### config.mk
export PLATFORM = sky130hd
export DESIGN_NAME = rail_seq_top
export DESIGN_NICKNAME = d
export VERILOG_FILES = /design/src/rtl/rail_seq_pkg.sv /design/src/rtl/rail_seq_satcnt.sv /design/src/rtl/rail_seq_qual.sv /design/src/rtl/rail_seq_fsm.sv /design/src/rtl/rail_seq_top.sv
export SDC_FILE = /design/constraint.sdc
export NUM_CORES = 1
export LEC_CHECK = 0
export ABC_AREA = 0
export ABC_CLOCK_PERIOD_IN_PS = 1800
export BUFFER_PORTS_ARGS = -buffer_cell sky130_fd_sc_hd__buf_4
export CAP_MARGIN = 20
export CORE_MARGIN = 2
export CORE_UTILIZATION = 50
export CTS_BUF_LIST = sky130_fd_sc_hd__clkbuf_4
export DETAILED_ROUTE_END_ITERATION = 16
export PLACE_DENSITY = 0.8
export SLEW_MARGIN = 20
export SYNTH_ARGS = -nofsm -noshare
export SYNTH_HDL_FRONTEND = slang
export SYNTH_SLANG_ARGS = --single-unit
### constraint.sdc
create_clock -name clk -period 1.8 [get_ports clk]
set_input_delay 0.09 -clock clk [delete_from_list [all_inputs] [get_ports clk]]
set_output_delay 0.09 -clock clk [all_outputs]
set_load 0.01 [all_outputs]
### src/rtl/rail_seq_pkg.sv
package rail_seq_pkg;
  localparam int RAILS = 4;
  localparam int IDX_W = $clog2(RAILS);

  typedef logic [RAILS-1:0] rail_vec_t;
  typedef logic [IDX_W-1:0] rail_idx_t;

  typedef enum logic [2:0] {
    ST_OFF,
    ST_RAMP_UP,
    ST_WAIT_FULL,
    ST_HOLD,
    ST_RUN,
    ST_RAMP_DN
  } seq_state_e;

  localparam rail_idx_t IDX_FIRST = rail_idx_t'(0);
  localparam rail_idx_t IDX_LAST  = rail_idx_t'(RAILS - 1);

  function automatic rail_idx_t idx_up(input rail_idx_t i);
    return i + 1'b1;
  endfunction

  function automatic rail_idx_t idx_dn(input rail_idx_t i);
    return i - 1'b1;
  endfunction

  // true when the set bits form a contiguous run from bit 0
  function automatic logic is_prefix(input rail_vec_t v);
    rail_vec_t s;
    s = v + 1'b1;
    return (s & v) == '0;
  endfunction
endpackage

### src/rtl/rail_seq_satcnt.sv
module rail_seq_satcnt #(
  parameter int LIMIT = 8
) (
  input  logic clk,
  input  logic rst_n,
  input  logic run,
  output logic done
);
  localparam int CW = $clog2(LIMIT + 1);
  localparam logic [CW-1:0] TOP = CW'(LIMIT);

  logic [CW-1:0] cnt;

  always_ff @(posedge clk or negedge rst_n) begin
    if (!rst_n)          cnt <= '0;
    else if (!run)       cnt <= '0;
    else if (cnt != TOP) cnt <= cnt + 1'b1;
  end

  assign done = (cnt == TOP);

  // any break in the run condition restarts the interval
  assert_clear_on_break_R1: assert property (@(posedge clk) disable iff (!rst_n)
    !run |=> !done);
endmodule

### src/rtl/rail_seq_qual.sv
module rail_seq_qual
  import rail_seq_pkg::*;
#(
  parameter int LOCKOUT_CYC = 40,
  parameter int FILT_CYC    = 5
) (
  input  logic      clk,
  input  logic      rst_n,
  input  rail_vec_t uv_ok,
  input  logic      en_n,
  input  logic      sys_kill_in,
  output logic      all_ok,
  output logic      uv_bad,
  output logic      lock_done,
  output logic      kill_rise,
  output logic      sys_kill_out_n
);
  logic kill_q;
  logic filt_done;

  assign uv_bad = ~&uv_ok;
  assign all_ok = ~uv_bad & ~en_n & sys_kill_in;

  rail_seq_satcnt #(.LIMIT(LOCKOUT_CYC)) u_lock (
    .clk(clk), .rst_n(rst_n), .run(all_ok), .done(lock_done)
  );

  rail_seq_satcnt #(.LIMIT(FILT_CYC)) u_filt (
    .clk(clk), .rst_n(rst_n), .run(uv_bad), .done(filt_done)
  );

  assign sys_kill_out_n = ~filt_done;

  always_ff @(posedge clk or negedge rst_n) begin
    if (!rst_n) kill_q <= 1'b1;
    else        kill_q <= sys_kill_in;
  end

  assign kill_rise = sys_kill_in & ~kill_q;

  assert_lock_needs_qual_R1: assert property (@(posedge clk) disable iff (!rst_n)
    lock_done |-> $past(all_ok));

  assert_killout_after_fault_R5: assert property (@(posedge clk) disable iff (!rst_n)
    $fell(sys_kill_out_n) |-> $past(uv_bad));

  assert_killout_holds_R5: assert property (@(posedge clk) disable iff (!rst_n)
    (uv_bad && !sys_kill_out_n) |=> !sys_kill_out_n);
endmodule

### src/rtl/rail_seq_fsm.sv
module rail_seq_fsm
  import rail_seq_pkg::*;
#(
  parameter int HOLD_CYC = 60
) (
  input  logic      clk,
  input  logic      rst_n,
  input  logic      en_n,
  input  logic      sys_kill_in,
  input  logic      uv_bad,
  input  logic      all_ok,
  input  logic      lock_done,
  input  logic      kill_rise,
  input  rail_vec_t near_full,
  input  rail_vec_t full,
  input  rail_vec_t low_flag,
  output rail_vec_t gate_on,
  output logic      rst_out_n
);
  seq_state_e st;
  rail_idx_t  idx;
  rail_vec_t  gates;
  logic       hold_done;

  // named events for the assertions
  logic hard_off;
  logic start_req;

  assign hard_off  = ~sys_kill_in | uv_bad;
  assign start_req = lock_done | (kill_rise & all_ok);

  rail_seq_satcnt #(.LIMIT(HOLD_CYC)) u_hold (
    .clk(clk), .rst_n(rst_n), .run(st == ST_HOLD), .done(hold_done)
  );

  always_ff @(posedge clk or negedge rst_n) begin
    if (!rst_n) begin
      st    <= ST_OFF;
      idx   <= IDX_FIRST;
      gates <= '0;
    end else if (hard_off) begin
      st    <= ST_OFF;
      idx   <= IDX_FIRST;
      gates <= '0;
    end else begin
      case (st)
        ST_OFF: begin
          if (start_req) begin
            gates[IDX_FIRST] <= 1'b1;
            idx <= IDX_FIRST;
            st  <= ST_RAMP_UP;
          end
        end
        ST_RAMP_UP: begin
          if (en_n) begin
            st <= ST_RAMP_DN;
            idx <= IDX_LAST;
            gates[IDX_LAST] <= 1'b0;
          end else if (near_full[idx]) begin
            if (idx == IDX_LAST) begin
              st <= ST_WAIT_FULL;
            end else begin
              gates[idx_up(idx)] <= 1'b1;
              idx <= idx_up(idx);
            end
          end
        end
        ST_WAIT_FULL, ST_HOLD, ST_RUN: begin
          if (en_n) begin
            st <= ST_RAMP_DN;
            idx <= IDX_LAST;
            gates[IDX_LAST] <= 1'b0;
          end else if (st == ST_WAIT_FULL && full[IDX_LAST]) begin
            st <= ST_HOLD;
          end else if (st == ST_HOLD && hold_done) begin
            st <= ST_RUN;
          end
        end
        ST_RAMP_DN: begin
          if (low_flag[idx]) begin
            if (idx == IDX_FIRST) begin
              st <= ST_OFF;
            end else begin
              gates[idx_dn(idx)] <= 1'b0;
              idx <= idx_dn(idx);
            end
          end
        end
        default: st <= ST_OFF;
      endcase
    end
  end

  assign gate_on   = gates;
  assign rst_out_n = (st == ST_RUN);

  assert_kill_forces_off_R6: assert property (@(posedge clk) disable iff (!rst_n)
    !sys_kill_in |=> (gate_on == '0 && !rst_out_n));

  assert_fault_forces_off_R4: assert property (@(posedge clk) disable iff (!rst_n)
    uv_bad |=> (gate_on == '0 && !rst_out_n));

  assert_prefix_order_R2: assert property (@(posedge clk) disable iff (!rst_n)
    is_prefix(gate_on));

  assert_reset_needs_all_R3: assert property (@(posedge clk) disable iff (!rst_n)
    rst_out_n |-> (&gate_on));

  assert_disable_drops_reset_R8: assert property (@(posedge clk) disable iff (!rst_n)
    en_n |=> !rst_out_n);

  for (genvar k = 1; k < RAILS; k++) begin : g_up_chk
    assert_step_up_R2: assert property (@(posedge clk) disable iff (!rst_n)
      $rose(gate_on[k]) |-> $past(near_full[k-1]));
  end

  for (genvar k = 0; k < RAILS - 1; k++) begin : g_dn_chk
    assert_step_dn_R8: assert property (@(posedge clk) disable iff (!rst_n)
      ($fell(gate_on[k]) && !$past(hard_off)) |-> $past(low_flag[k+1]));
  end
endmodule

### src/rtl/rail_seq_top.sv
module rail_seq_top
  import rail_seq_pkg::*;
#(
  parameter int LOCKOUT_CYC = 40,
  parameter int HOLD_CYC    = 60,
  parameter int FILT_CYC    = 5
) (
  input  logic       clk,
  input  logic       rst_n,
  input  logic [3:0] uv_ok,
  input  logic       en_n,
  input  logic       sys_kill_in,
  input  logic [3:0] near_full,
  input  logic [3:0] full,
  input  logic [3:0] low_flag,
  output logic [3:0] gate_on,
  output logic       rst_out_n,
  output logic       sys_kill_out_n
);
  logic all_ok, uv_bad, lock_done, kill_rise;

  rail_seq_qual #(.LOCKOUT_CYC(LOCKOUT_CYC), .FILT_CYC(FILT_CYC)) u_qual (
    .clk(clk), .rst_n(rst_n), .uv_ok(uv_ok), .en_n(en_n),
    .sys_kill_in(sys_kill_in), .all_ok(all_ok), .uv_bad(uv_bad),
    .lock_done(lock_done), .kill_rise(kill_rise),
    .sys_kill_out_n(sys_kill_out_n)
  );

  rail_seq_fsm #(.HOLD_CYC(HOLD_CYC)) u_fsm (
    .clk(clk), .rst_n(rst_n), .en_n(en_n), .sys_kill_in(sys_kill_in),
    .uv_bad(uv_bad), .all_ok(all_ok), .lock_done(lock_done),
    .kill_rise(kill_rise), .near_full(near_full), .full(full),
    .low_flag(low_flag), .gate_on(gate_on), .rst_out_n(rst_out_n)
  );

  // outputs at reset
  always_comb begin
    if (!rst_n) begin
      assert_reset_state_R10: assert (gate_on == 4'b0000 && !rst_out_n && sys_kill_out_n);
    end
  end
endmodule

# After elaboration in Yosys (flattened, before gate mapping)
# Index checks and enable logic that the tools add are counted.
# totals
rom_bits	0
ram_bits	0
elab_cells	123
input_bits	20
mem_count	0
latch_bits	0
reg_bits	25
output_inout_bits	6
# classes
n_mux	46
addsub	5
n_eq_ne	26
div_mod_pow	0
shifts	0
n_mul	0
n_bitwise	13
n_lt_le_gt_ge	5
reduce_logical	19
# ops
operator	n
two-way mux 3 bit	13
two-way mux 6 bit	4
two-way mux 4 bit	5
AND reduction 6 bit	3
two-way mux 2 bit	8
AND reduction 7 bit	2
adder 6 x 1 -> 6 bit (second input constant)	2
equality test 6 bit (second input constant)	2
inequality test 3 x 1 -> 1 bit (second input constant)	4
inequality test 3 x 2 -> 1 bit (second input constant)	4
inequality test 6 bit (second input constant)	2
case mux 3 bit (4 select lines)	1
equality test 3 bit (second input constant)	3
< comparator 2 x 3 -> 1 bit (second input constant)	3
inequality test 4 x 2 -> 1 bit (second input constant)	2
case mux 2 bit (4 select lines)	1
nonzero test 4 bit	2
two-way mux 1 bit	7
equality test 3 x 2 -> 1 bit (second input constant)	2
case mux 1 bit (3 select lines)	2
inequality test 5 x 2 -> 1 bit (second input constant)	1
nonzero test 5 bit	1
AND 1 bit	4
AND 4 bit	1
other kinds (25)	35

# Longest topological paths before layout
# depth
ltp_word	11
mapped_depth	8

# By module
# A second synthesis with hierarchy kept.
# hier_totals
cells_unflattened	193
hier_area_um2	1788.0
# by_module_without_submodules
mod	area_each_um2	n_inst	cells_each	seq_area_each_um2
rail_seq_fsm	907.1	1	106	225.2
rail_seq_satcnt (u_qual.u_lock)	330.3	1	34	150.1
rail_seq_satcnt (u_fsm.u_hold)	319.1	1	32	150.1
rail_seq_satcnt (u_qual.u_filt)	170.2	1	16	75.1
rail_seq_qual	61.3	1	5	26.3

# Worst setup path before layout
# OpenSTA, ideal clock, no wires.
# synth_path
path_type	reg-to-reg
start	reg u_fsm.idx[0]
end	reg u_fsm.gates[0] (netlist: u_fsm.gate_on[0])
required_ps	1678
setup_slack_ps	-69
setup_time_ps	122
t_arrival_ps	1747
path_stages_with_launch	6
period_less_slack_ps	1869
n_path_buf	1
path_cell_list	dfrtp_1 -> buf_6 -> mux4_2 -> a2111oi_4 -> a31oi_2 -> a32o_1
# synth_via
elab_chain_len	11
word_cells_on_any_way	33
# synth_lines
element	line_no	source
start: declaration	rail_seq_fsm.sv:21	rail_idx_t idx;
start signal: assignment	rail_seq_fsm.sv:64	idx <= idx_up(idx);
start signal: assignment	rail_seq_fsm.sv:85	idx <= idx_dn(idx);
adder 2 x 1 -> 2 bit / subtractor 2 x 1 -> 2 bit (equally long branches)	rail_seq_pkg.sv:21, rail_seq_pkg.sv:25	
< comparator 2 x 3 -> 1 bit (not written as such) (tied with other cells)	rail_seq_fsm.sv:63	gates[idx_up(idx)] <= 1'b1;
logical AND 1 bit, on equally long branches	rail_seq_fsm.sv:63, rail_seq_fsm.sv:84	
two-way mux 1 bit, on equally long branches	rail_seq_fsm.sv:63, rail_seq_fsm.sv:84	
demux 1 bit (select 2 bit)	-	
OR 4 bit (no source line) / NOT 4 bit (equally long branches)	-	
two-way mux 4 bit / AND 4 bit (equally long branches)	-	
two-way mux 4 bit, on equally long branches	rail_seq_fsm.sv:59, rail_seq_fsm.sv:81	
two-way mux 3 bit / two-way mux 4 bit (equally long branches)	rail_seq_fsm.sv:55, rail_seq_fsm.sv:80	
case mux 1 bit (3 select lines)	rail_seq_fsm.sv:46	case (st)
two-way mux 4 bit	rail_seq_fsm.sv:41	end else if (hard_off) begin
end signal: assignment	rail_seq_fsm.sv:40	gates <= '0;
end signal: assignment	rail_seq_fsm.sv:44	gates <= '0;
end signal: indexed assignment	rail_seq_fsm.sv:49	gates[IDX_FIRST] <= 1'b1;
end: declaration	rail_seq_fsm.sv:22	rail_vec_t gates;
# Parallel ways exist; a longest one is shown, timed or not. The select of a mux whose other input is x is not followed.
# A chain may end at the register's enable or synchronous reset.

# Final worst setup path
# Same ends and word-level chain as after synthesis.

==> reports/results.tsv <==
stage	metric	value	unit
clocking	worst skew pair latency	330	ps
sta	# setup viols final	5	
sta	crit share post-route	102	%
synthesis	Syn Nets	224	
synthesis	Post-synth ARST share	100	%
synthesis	commonest cells in the netlist	dfrtp_1 (24), nor2_1 (23), inv_1 (13)	
synthesis	Yosys cell types	56	
clocking	setup bufs post-CTS	0	
die	CORE AREA	3420	µm²
sta	post-layout minimum cycle time	1840	ps
sta	Hold WS	155	ps
routing	post-route ant nets	0	
placed_design	routability cong.	0.877	
die	Boundary Pins	26	
synthesis	Seq/Total Area, Yosys	34.3	%
worst_hold_path	Tightest Hold Check Type	in2reg	
critical_path	Crit Path Class	reg2reg	
clocking	total CTS buffers	3	
power_and_ir_drop	pwr dens	523	nW/µm²
power_and_ir_drop	Leakage Power	0.939	nW
clocking	maximum buffer depth of the clock tree	2	
routing	vias per cell	5.48	
routing	Routed WL per cell	13.5	µm
clocking	clk root buf	clkbuf_4	
critical_path	CP Capture Type	register	
die	row count	21	
placed_design	hpwl dp	2840	µm
grt	grt ovf	0	
synthesis	Synth top area share	32.9	%
sta	Slew Viols, Final	0	
synthesis	most frequent cell after synthesis	dfrtp_1	
synthesis	Cell Area, Synth	1830	µm²
sta	RSZ-0062 raised after global routing	yes	
layout	Final nets	261	
grt	pin count of the biggest net entering global routing	26	
synthesis	flops & latches, synth	25	
synthesis	Primary FF master, synth	dfrtp_1	
grt	vias in the first global route	1481	
critical_path	crit start category	register	
sta	clock skew	6.16	ps
power_and_ir_drop	VDD IR-drop max	0.451	mV
grt	initial antenna violation count	0	
placed_design	Port Buf Inserts	22	
die	Starting Density	53.5	%
outcome	failing checks	setup timing	
power_and_ir_drop	total chip power	1.13	mW
layout	final core utilization	63.3	%
layout	design area	2160	µm²
clocking	clk slew on worst S/H paths	150	ps
layout	share of cells above drive strength 1	29.1	%
sta	Rel. slew slack	74.9	%
die	DIE AREA	4150	µm²
critical_path	CP Data Arrival Time	2070	ps
run	Max-Cap Viols	0	
layout	synth-to-layout area growth	18.4	%
layout	Antenna Cells	0	
routing	drt drc	0	
critical_path	Max Fanout on Critical Path	4	
clocking	H-tree levels	1	
synthesis	Synth Instances	194	
critical_path	CP Data Required Time	2030	ps
routing	Iter 0 DRT Violations	66	
routing	WL final	3730	µm
routing	DR vias	1512	
grt	GRT Overall Usage	20.0	%
synthesis	Post-synth EDFFs	0	
synthesis	Syn Area/Cell	9.42	µm²
outcome	status	complete, but fails checks	
placed_design	DP Area	2090	µm²
clocking	clock sink count	25	
sta	Final Hold Fails	0	
synthesis	Synthesis Warnings	0	
sta	Worst Tran Pin Value	371	ps
die	DIE WIDTH	64.4	µm
die	die height	64.4	µm
placed_design	cell count after placement	270	
clocking	CTS tree	yes	
synthesis	synth top area cells	dfrtp_1 (33%), ha_1 (6.8%), nor2_1 (4.7%)	
sta	Max Clock Freq	0.544	GHz
sta	Worst Slack Setup Final	-37.7	ps
routing	Detailed Routing Iterations Pass 1	4	
synthesis	Yosys top cell by area	dfrtp_1	
grt	first-pass GRT wire length	6570	µm
layout	Final Non-Filler Cells	276	
-- worst max-delay path, stage by stage (launching register included) --
cell	delay [ps]
dfrtp_1	430
mux4_2	580
a2111oi_4	380
a31oi_2	110
a32o_1	250
-- per-stage QoR --
step | TNS (ps) | setup slack (ps)
final | -121 | -37.7
after global routing | -788 | -133
after CTS | -51.4 | -32.1
after detailed placement | -29.5 | -22.4
after global placement | 0 | 0.955
after floorplan | -14.5 | -14.5
-- final cells by class --
class                      instances  area (µm²)
clock buffer                       3        22.5
tap                               46        57.6
multi-input combinational        148        1090
inverter                          13        48.8
sequential                        25         629
fill                             304        1250
timing repair buffer              40         305
clock inverter                     1        8.76
-- path summary, 6_finish.rpt --
kind | to | slack, ps | start | depth (start not counted)
worst min register to register | u_fsm.gate_on[2] | 540 | u_fsm.gate_on[2] | 1
max in group asynchronous | u_qual.kill_q | 1330 | rst_n | 2
worst max-delay path | u_fsm.gate_on[0] | -40 | u_fsm.idx[0] | 4
worst max register to register | u_fsm.gate_on[0] | -40 | u_fsm.idx[0] | 4
min in group asynchronous | u_qual.u_filt.cnt[1] | 180 | rst_n | 2
worst min-delay path | u_qual.u_filt.cnt[0] | 150 | uv_ok[1] | 3
-- metal layers --
layer	GRT usage (%)	vias up	routed length (µm)
met4	6.91	0	51
met1	27.9	710	1850
li1	-	773	-
met5	0	-	0
met3	1.56	7	107
met2	33.1	22	1720
-- power breakdown --
group / internal [mW] / leakage [nW] / switching [mW]
sequential: 0.602 / 0.335 / 0.0305
clock: 0.0906 / 0.0183 / 0.181
combinational: 0.111 / 0.586 / 0.117
-- sequential cells by signal, summed over array words and instances (netlist names) --
| name | flops |
|---|---|
| u_qual.u_lock.cnt | 6 |
| u_fsm.u_hold.cnt | 6 |
| u_qual.u_filt.cnt | 3 |
| u_fsm.idx | 2 |
| u_fsm.st | 3 |
| u_fsm.gate_on | 4 |
| u_qual.kill_q | 1 |
-- layout by cell type, fill, tap and decap left out, types with 3 or more instances in the layout --
| cell | instances |
|---|---|
| inv_1 | 13 |
| nand2b_1 | 3 |
| a31o_1 | 3 |
| xnor2_1 | 5 |
| and2_1 | 3 |
| nor2_1 | 23 |
| nor3_1 | 4 |
| buf_4 | 38 |
| nand2_1 | 11 |
| dfrtp_1 | 22 |
| clkbuf_4 | 3 |
| xor2_1 | 4 |
| nand3b_1 | 3 |
| nand3_1 | 10 |
| o21ai_0 | 7 |
| a22oi_1 | 3 |
| a21oi_1 | 8 |
| a211oi_1 | 4 |
| ha_1 | 9 |
| o2bb2ai_1 | 4 |
| a31oi_1 | 4 |
-- repair_timing --
| action | 4_1_cts | 5_1_grt |
|---|---|---|
| gates resized for setup | 2 | 5 |
| endpoints found under the setup margin | 6 | 10 |
| hold endpoints to repair | 26 | 0 |
| pin swaps | 2 | 1 |
| hold buffers | 2 | 0 |
-- cells by family after synthesis --
family | synth area share, %
AOI/OAI and AO/OA | 20.9
xor gates and xnor gates | 4.31
adders and majority gates | 6.85
DFF | 34.3
and+or+nand+nor | 22.1
buffers and inverters | 7.26
muxes | 4.25
(Power assumes the default switching activity.)
